$ cat config.mk
export PLATFORM = sky130hd
export DESIGN_NAME = dac_input_frontend
export DESIGN_NICKNAME = d
export VERILOG_FILES = /design/src/rtl/dacfe_pkg.sv /design/src/rtl/dacfe_sync.sv /design/src/rtl/dacfe_rank1.sv /design/src/rtl/dacfe_rank2.sv /design/src/rtl/dac_input_frontend.sv
export SDC_FILE = /design/constraint.sdc
export NUM_CORES = 1
export LEC_CHECK = 0
export ABC_AREA = 1
export CAP_MARGIN = 0
export CELL_PAD_IN_SITES_DETAIL_PLACEMENT = 0
export CELL_PAD_IN_SITES_GLOBAL_PLACEMENT = 1
export CORE_UTILIZATION = 38
export CTS_BUF_LIST = sky130_fd_sc_hd__clkbuf_8
export DETAILED_ROUTE_END_ITERATION = 16
export PLACE_DENSITY_LB_ADDON = 0.2
export SYNTH_ARGS = -nofsm -noshare
export SYNTH_HDL_FRONTEND = slang
export SYNTH_SLANG_ARGS = --single-unit
$ cat constraint.sdc
create_clock -name clk -period 1.2 [get_ports clk]
set_clock_uncertainty 0.1 [all_clocks]
set_input_delay 0.24 -clock clk [delete_from_list [all_inputs] [get_ports clk]]
set_output_delay 0.24 -clock clk [all_outputs]
set_load 0.02 [all_outputs]
$ cat src/rtl/dacfe_pkg.sv
package dacfe_pkg;

    localparam int CODE_W = 16;
    localparam int BYTE_W = CODE_W / 2;
    localparam int LANES  = CODE_W / BYTE_W;

    typedef logic [CODE_W-1:0] code_t;
    typedef logic [BYTE_W-1:0] byte_t;

    typedef enum logic {
        MODE_SERIAL = 1'b0,
        MODE_BYTE   = 1'b1
    } mode_t;

    typedef enum logic {
        ORDER_LSB = 1'b0,
        ORDER_MSB = 1'b1
    } order_t;

    // synchronised control strobes, one per clock
    typedef struct packed {
        logic edge_cs;
        logic clear;
        logic load;
    } ctl_t;

    function automatic code_t zero_code(input logic bipolar);
        code_t z;
        z = '0;
        z[CODE_W-1] = bipolar;
        return z;
    endfunction

    function automatic code_t shift_in(input code_t cur, input order_t ord, input logic din);
        if (ord == ORDER_MSB)
            return {cur[CODE_W-2:0], din};
        else
            return {din, cur[CODE_W-1:1]};
    endfunction

    function automatic logic shift_out(input code_t cur, input order_t ord);
        return (ord == ORDER_MSB) ? cur[CODE_W-1] : cur[0];
    endfunction

endpackage

$ cat src/rtl/dacfe_sync.sv
module dacfe_sync #(
    parameter int W      = 3,
    parameter int STAGES = 2
) (
    input  logic         clk,
    input  logic         rst,
    input  logic [W-1:0] d,
    output logic [W-1:0] q
);
    logic [W-1:0] stage [STAGES];

    always_ff @(posedge clk) begin
        if (rst) stage[0] <= '0;
        else     stage[0] <= d;
    end

    for (genvar s = 1; s < STAGES; s++) begin : g_stage
        always_ff @(posedge clk) begin
            if (rst) stage[s] <= '0;
            else     stage[s] <= stage[s-1];
        end
    end

    assign q = stage[STAGES-1];
endmodule

$ cat src/rtl/dacfe_rank1.sv
module dacfe_rank1
    import dacfe_pkg::*;
(
    input  logic  clk,
    input  logic  rst,
    input  logic  edge_cs,
    input  mode_t mode,
    input  byte_t bus,
    input  logic  hi_lane_n,
    input  logic  lo_lane_n,
    output code_t rank1_q,
    output logic  sdo
);
    order_t          ord;
    logic [LANES-1:0] lane_en;
    code_t           nxt;

    assign ord     = order_t'(bus[1]);
    assign lane_en = {~hi_lane_n, ~lo_lane_n};

    always_comb begin
        nxt = rank1_q;
        if (mode == MODE_SERIAL) begin
            nxt = shift_in(rank1_q, ord, bus[0]);
        end else begin
            for (int l = 0; l < LANES; l++) begin
                if (lane_en[l]) nxt[l*BYTE_W +: BYTE_W] = bus;
            end
        end
    end

    always_ff @(posedge clk) begin
        if (rst)          rank1_q <= '0;
        else if (edge_cs) rank1_q <= nxt;
    end

    assign sdo = (mode == MODE_SERIAL) ? shift_out(rank1_q, ord) : rank1_q[CODE_W-1];

    assert_rank1_reset_R1: assert property (@(posedge clk) rst |=> rank1_q == '0);

    assert_msb_shift_R2: assert property (@(posedge clk) disable iff (rst)
        (edge_cs && mode == MODE_SERIAL && bus[1])
        |=> rank1_q[CODE_W-1:1] == $past(rank1_q[CODE_W-2:0]));

    assert_lsb_shift_R3: assert property (@(posedge clk) disable iff (rst)
        (edge_cs && mode == MODE_SERIAL && !bus[1])
        |=> rank1_q[CODE_W-2:0] == $past(rank1_q[CODE_W-1:1]));

    assert_hi_lane_R4: assert property (@(posedge clk) disable iff (rst)
        (edge_cs && mode == MODE_BYTE && !hi_lane_n)
        |=> rank1_q[CODE_W-1:BYTE_W] == $past(bus));

    assert_lane_keep_R4: assert property (@(posedge clk) disable iff (rst)
        (edge_cs && mode == MODE_BYTE && lo_lane_n)
        |=> $stable(rank1_q[BYTE_W-1:0]));

    assert_no_strobe_hold_R5: assert property (@(posedge clk) disable iff (rst)
        !edge_cs |=> $stable(rank1_q));
endmodule

$ cat src/rtl/dacfe_rank2.sv
module dacfe_rank2
    import dacfe_pkg::*;
(
    input  logic  clk,
    input  logic  rst,
    input  ctl_t  ctl,
    input  logic  bipolar,
    input  code_t rank1_q,
    output code_t dac_q
);
    always_ff @(posedge clk) begin
        if (rst)            dac_q <= '0;
        else if (ctl.clear) dac_q <= zero_code(bipolar);
        else if (ctl.load)  dac_q <= rank1_q;
    end

    assert_dac_reset_R1: assert property (@(posedge clk) rst |=> dac_q == '0);

    assert_load_copy_R6: assert property (@(posedge clk) disable iff (rst)
        (ctl.load && !ctl.clear) |=> dac_q == $past(rank1_q));

    assert_idle_hold_R6: assert property (@(posedge clk) disable iff (rst)
        (!ctl.load && !ctl.clear) |=> $stable(dac_q));

    assert_clear_value_R7: assert property (@(posedge clk) disable iff (rst)
        ctl.clear |=> (dac_q == ($past(bipolar) ? 16'h8000 : 16'h0000)));

    assert_clear_wins_R8: assert property (@(posedge clk) disable iff (rst)
        (ctl.clear && ctl.load && bipolar) |=> dac_q[CODE_W-2:0] == '0);
endmodule

$ cat src/rtl/dac_input_frontend.sv
module dac_input_frontend
    import dacfe_pkg::*;
#(
    parameter int SYNC_STAGES = 2
) (
    input  logic        clk,
    input  logic        rst,
    input  logic        mode_byte_n,
    input  logic        strobe,
    input  logic [7:0]  bus,
    input  logic        hi_lane_n,
    input  logic        lo_lane_n,
    input  logic        load,
    input  logic        clear,
    output logic        sdo,
    output logic [15:0] dac_code
);
    logic [2:0] raw_s;
    logic       strobe_prev;
    ctl_t       ctl;
    code_t      rank1_q;
    code_t      dac_q;

    dacfe_sync #(.W(3), .STAGES(SYNC_STAGES)) u_sync (
        .clk (clk),
        .rst (rst),
        .d   ({strobe, clear, load}),
        .q   (raw_s)
    );

    always_ff @(posedge clk) begin
        if (rst) strobe_prev <= 1'b0;
        else     strobe_prev <= raw_s[2];
    end

    assign ctl.edge_cs = raw_s[2] & ~strobe_prev;
    assign ctl.clear   = raw_s[1];
    assign ctl.load    = raw_s[0];

    dacfe_rank1 u_rank1 (
        .clk       (clk),
        .rst       (rst),
        .edge_cs   (ctl.edge_cs),
        .mode      (mode_t'(mode_byte_n)),
        .bus       (bus),
        .hi_lane_n (hi_lane_n),
        .lo_lane_n (lo_lane_n),
        .rank1_q   (rank1_q),
        .sdo       (sdo)
    );

    dacfe_rank2 u_rank2 (
        .clk     (clk),
        .rst     (rst),
        .ctl     (ctl),
        .bipolar (lo_lane_n),
        .rank1_q (rank1_q),
        .dac_q   (dac_q)
    );

    assign dac_code = dac_q;

    assert_single_edge_R2: assert property (@(posedge clk) disable iff (rst)
        ctl.edge_cs |=> !ctl.edge_cs);
endmodule

== Yosys cells after proc, flatten, opt, wreduce, memory -nomap -nowiden ==
Memories as Yosys holds them, arrays and structs flattened.
Index checks and enable logic that the tools add are counted.

* RAM bits: 6
* Flip-flop bits (word level): 33
* Logic and storage cells: 29
* Bits of input ports: 16
* Output and inout port bits: 17
* Memories: 1

* Muxes and demuxes: 13
* Eq/ne operators: 2
* Bitwise gates (word level): 4
* Reduce and logical (&&, ||, !) cells: 4

{| class="wikitable"
|+ Memories
! memory !! depth !! bits a word !! read ports !! clocked after Yosys merged registers in !! wr ports !! line !! source
|-
| u_sync.stage || 2 || 3 || 2 || 0 || 2 || dacfe_sync.sv:10 || <nowiki>logic [W-1:0] stage [STAGES];</nowiki>
|}

{| class="wikitable"
|+ Operator list
! kind !! number
|-
| two-way mux 16 bit || 4
|-
| two-way mux 8 bit || 2
|-
| two-way mux 3 bit || 2
|-
| two-way mux 1 bit || 5
|-
| != test 2 bit (second input constant) || 2
|-
| AND reduction 2 bit || 2
|-
| OR 1 bit || 2
|-
| nonzero test 2 bit || 1
|-
| OR reduction 2 bit || 1
|-
| AND 1 bit || 1
|-
| NOT 1 bit || 1
|}

== Depth between registers and ports, before layout ==
* Depth in word-level cells: 3
* Mapped depth: 7
* Mapped depth without buffers: 6

== Hierarchy ==
A second synthesis with hierarchy kept.

* Cell total of the unflattened synthesis: 275
* Area, all modules: 1889.3 um^2

{| class="wikitable"
|+ Modules (own cells, without submodules)
! module !! times used !! cells each !! sequential area each (um^2) !! area each (um^2)
|-
| dacfe_rank1 || 1 || 178 || 320.3 || 1009.7
|-
| dacfe_rank2 || 1 || 75 || 320.3 || 683.2
|-
| dacfe_sync || 1 || 18 || 120.1 || 165.2
|-
| dac_input_frontend || 1 || 4 || 20.0 || 31.3
|}

== Least setup slack after synthesis ==
Ideal clock, no wire load.

* Kind: input-to-output
* From: in bus[1]
* To: out sdo
* Arrival time: 0.945 ns
* Stages on the path: 4
* Path buffers: 1
* Data required time: 0.860 ns
* Path slack: -0.085 ns
* Cell sequence: buf_6 > nor2_1 > nor2_1 > a21oi_1

* Cells in the longest elaborated chain, start to end: 2

{| class="wikitable"
|+ RTL lines
! item !! line !! source
|-
| start: declaration || dac_input_frontend.sv:10 || <nowiki>input logic [7:0] bus,</nowiki>
|-
| two-way mux 1 bit || dacfe_pkg.sv:42 || <nowiki>return (ord == ORDER_MSB) ? cur[CODE_W-1] : cur[0];</nowiki>
|-
| two-way mux 1 bit || dacfe_rank1.sv:37 || <nowiki>assign sdo = (mode == MODE_SERIAL) ? shift_out(rank1_q, ord) : rank1_q[CODE_W-1];</nowiki>
|-
| end: declaration || dac_input_frontend.sv:15 || <nowiki>output logic sdo,</nowiki>
|}

Every way passes these cells.

== Final worst setup path ==
* From: reg u_rank1.rank1_q[0]
* To: out sdo

* Cells in the longest elaborated chain, start to end: 2

{| class="wikitable"
|+ RTL lines
! item !! line !! source
|-
| start: declaration || dacfe_rank1.sv:11 || <nowiki>output code_t rank1_q,</nowiki>
|-
| start signal: assignment || dacfe_rank1.sv:34 || <nowiki>else if (edge_cs) rank1_q <= nxt;</nowiki>
|-
| two-way mux 1 bit || dacfe_pkg.sv:42 ||
|-
| two-way mux 1 bit || dacfe_rank1.sv:37 ||
|}

Every way passes these cells.

==> out/results.txt <==
Status -> complete, but fails checks
Failing checks -> negative setup slack
Drt pass-1 iters -> 4
Final weighted congestion in routability-driven placement -> 0.7701
Syn-to-layout area delta -> 28.48%
Routed Antenna Nets -> 0
R2r endpoint -> u_rank1.rank1_q[5]$_SDFFE_PP0P_
DRC Markers -> 0
Core box area -> 4504 um^2
Clock latency on the worst-skew pair -> 300 ps
Longest Clk Path Bufs -> 2
Sw frac -> 0.2556
Vias in the first global route -> 1597
Worst R2R Start -> u_sync.stage[1][2]$_SDFF_PP0_
IR drop worst, VDD -> 0.7861 mV
Cells after synthesis -> 267
Mapped Nets -> 283
Seq pwr share -> 0.467
Worst slew pin tran -> 294.7 ps
Setup crit end -> sdo
Register area share after synthesis -> 0.4242
Synth cell types -> 20
Max incr delay on CP -> 340 ps
Yosys warning count -> 0
CP arrival -> 940 ps
Die width -> 71.60 um
Via-to-Cell Ratio -> 4.650
Hold_buf cts -> 0
CP Buf/Inv Count -> 2
Setup crit end kind -> output port
Clock network power share -> 0.386
Setup violators final -> 1
Yosys reg bits -> 39
Final Slew Violations -> 0
# diodes -> 0
DRT iter0 DRCs -> 63
Worst setup margin -> -84.33 ps
Vias -> 1702
Worst Setup SP -> u_rank1.rank1_q[0]$_SDFFE_PP0P_
CTS clk-pin slew, worst paths -> 80 ps
Die Area -> 5126 um^2
I/O Buffers -> 32
RSZ-0062 raised after global routing -> yes
Hold Path Class -> reg2reg
Logic pwr share -> 0.146
Placed insts -> 352
Pwr Density -> 1260 nW/um^2
Root Driver -> clkbuf_8
Io pins -> 33
Pre-CTS WS -> -847.4 ps
GRT Residual Overflow -> 0
DP HPWL -> 3136 um
Total Wirelength -> 4403 um
Max-Cap Viols -> 0
Worst r2r path cells -> 6
WP data required -> 860 ps
Switching power -> 0.7613 mW
Largest net degree at the start of global routing -> 29
Relative slew slack -> 0.8035
Avg Cell Area, Syn -> 6.893 um^2
Die height -> 71.60 um
Gr usage total -> 0.1881
FF-to-FF setup slack -> 40 ps
Initial antenna violation count -> 0
Int Pwr -> 2.218 mW
Post-layout minimum cycle time -> 1284 ps
Crit path launch type -> flip-flop
CP Class -> reg2out
Slowest CP cell -> dfxtp_2
# H-tree levels -> 2
Leakage -> 1.100 nW
CTS tree -> built
Clk sinks -> 39
Fin Hold WS -> 302.3 ps
Initial Util -> 0.4086
Num CTS Buffers -> 5
WL/cell -> 12.03 um
Final cell count without fillers -> 366
Max Clock Freq -> 0.7786 GHz
Wire length of the first global-routing pass -> 7258 um
Top delay family on crit path -> flip-flops
Layout cells sized above 1 -> 0.1975
Synthesized area -> 1841 um^2
Cell count along the critical path -> 3
Crit-path cells -> inv_2, a21oi_2, buf_4
CP max FO -> 2
Hold Violations, Final -> 0
Nets -> 329
Final period utilization -> 1.070
Row count -> 24
sequential cells by signal, summed over array words and instances (netlist names):
| register | cells |
|---|---|
| u_rank1.rank1_q | 16 |
| u_rank2.dac_q | 16 |
| u_sync.stage | 6 |
| strobe_prev | 1 |
cell usage in the layout, fill, tap and decap left out:
master / synthesis / layout
inv_6: 1 / 1
a21oi_1: 26 / 25
nor2_4: 1 / 3
clkinv_2: 0 / 1
inv_2: 2 / 2
buf_2: 3 / 16
nand2_4: 2 / 4
a21oi_2: 0 / 1
a211oi_1: 3 / 3
clkbuf_8: 0 / 6
inv_1: 27 / 26
clkdlybuf4s15_1: 0 / 2
dfxtp_2: 0 / 4
nand2_2: 3 / 1
clkdlybuf4s50_1: 0 / 13
nand3_1: 14 / 14
buf_12: 0 / 3
buf_4: 1 / 16
buf_6: 7 / 1
o21ai_1: 7 / 7
bufinv_16: 0 / 1
nor2_1: 47 / 46
o21ai_0: 9 / 9
dfxtp_1: 39 / 35
nor2_8: 1 / 1
nand2_1: 72 / 72
inv_4: 0 / 1
layer usage:
layer / routed length [um] / GRT usage / vias to the layer above
met3: 149 / 0.05485 / 7
li1: - / - / 923
met4: 60 / 0.05882 / 0
met5: 0 / 0 / -
met2: 2131 / 0.3175 / 22
met1: 2062 / 0.2324 / 750
cell families (layout without fill, tap and decap cells):
| family | count (synthesis) | in the layout | share of synthesized area |
|---|---|---|---|
| buffers and inverters | 43 | 89 | 0.1292 |
| AO/OA/AOI/OAI | 45 | 45 | 0.1264 |
| flip-flops | 39 | 39 | 0.4242 |
| AND/OR/NAND/NOR | 140 | 141 | 0.3202 |
power by group through the flow:
stage	Combinational (mW)	Sequential [mW]	Clock [mW]
after floorplan	0.240	1.45	0
after global placement	0.441	1.42	0
after detailed placement	0.444	1.42	0
after CTS	0.427	1.39	1.17
after global routing	0.486	1.40	1.24
final	0.435	1.39	1.15
synthesized netlist by cell type:
cell,instances,area (um^2)
nand2_1,72,270.3
nor2_1,47,176.4
dfxtp_1,39,780.8
inv_1,27,101.4
a21oi_1,26,130.1
nand3_1,14,70.07
o21ai_0,9,45.04
buf_6,7,78.83
o21ai_1,7,35.03
a211oi_1,3,22.52
buf_2,3,15.01
nand2_2,3,18.77
inv_2,2,7.510
nand2_4,2,22.52
buf_4,1,7.510
buf_8,1,15.01
clkbuf_1,1,3.750
inv_6,1,8.760
nor2_4,1,11.26
nor2_8,1,20.02
worst min-delay path, cell delays in order, from the launching register on:
cell and delay [ps]:
dfxtp_1 300, inv_1 40, nor2_1 30
how the worst min path moves through the flow:
stage | from | endpoint | slack [ps] | cells after the start
6_report | u_sync.stage[0][2]$_SDFF_PP0_ | u_sync.stage[1][2]$_SDFF_PP0_ | 300 | 2
2_1_floorplan | load | u_sync.stage[0][0]$_SDFF_PP0_ | 250 | 2
3_3_place_gp | u_sync.stage[0][0]$_SDFF_PP0_ | u_sync.stage[1][0]$_SDFF_PP0_ | 300 | 2
4_1_cts | u_sync.stage[0][1]$_SDFF_PP0_ | u_sync.stage[1][1]$_SDFF_PP0_ | 310 | 2
3_5_place_dp | u_sync.stage[0][1]$_SDFF_PP0_ | u_sync.stage[1][1]$_SDFF_PP0_ | 300 | 2
5_1_grt | u_sync.stage[0][2]$_SDFF_PP0_ | u_sync.stage[1][2]$_SDFF_PP0_ | 330 | 2
stage by stage:
step	power, mW	util	area [um^2]	TNS [ps]
after global routing	3.129	0.5250	2365	-491.4
after global placement	1.863	0.5006	2255	-12960
after CTS	2.988	0.5142	2316	-124.9
after floorplan	1.685	-	1847	0
final	2.979	0.5250	2365	-84.33
after detailed placement	1.865	0.5006	2255	-13280
area by class of cell:
class                      instances  area [um^2]
clock buffer                       6        82.58
timing repair buffer              51        421.7
fill                             462         2140
clock inverter                     2        35.03
inverter                          30        120.1
multi-input combinational        186        854.6
tap                               52        65.06
sequential                        39        785.8
what timing repair did:
item                                    in CTS  in global routing
cloned                                       0                  1
pin swaps                                    2                  6
resized for setup                           74                  9
endpoints found under the setup margin      33                 17
buffers inserted                             3                  2
No activity file was read; power rests on OpenSTA's default activity.
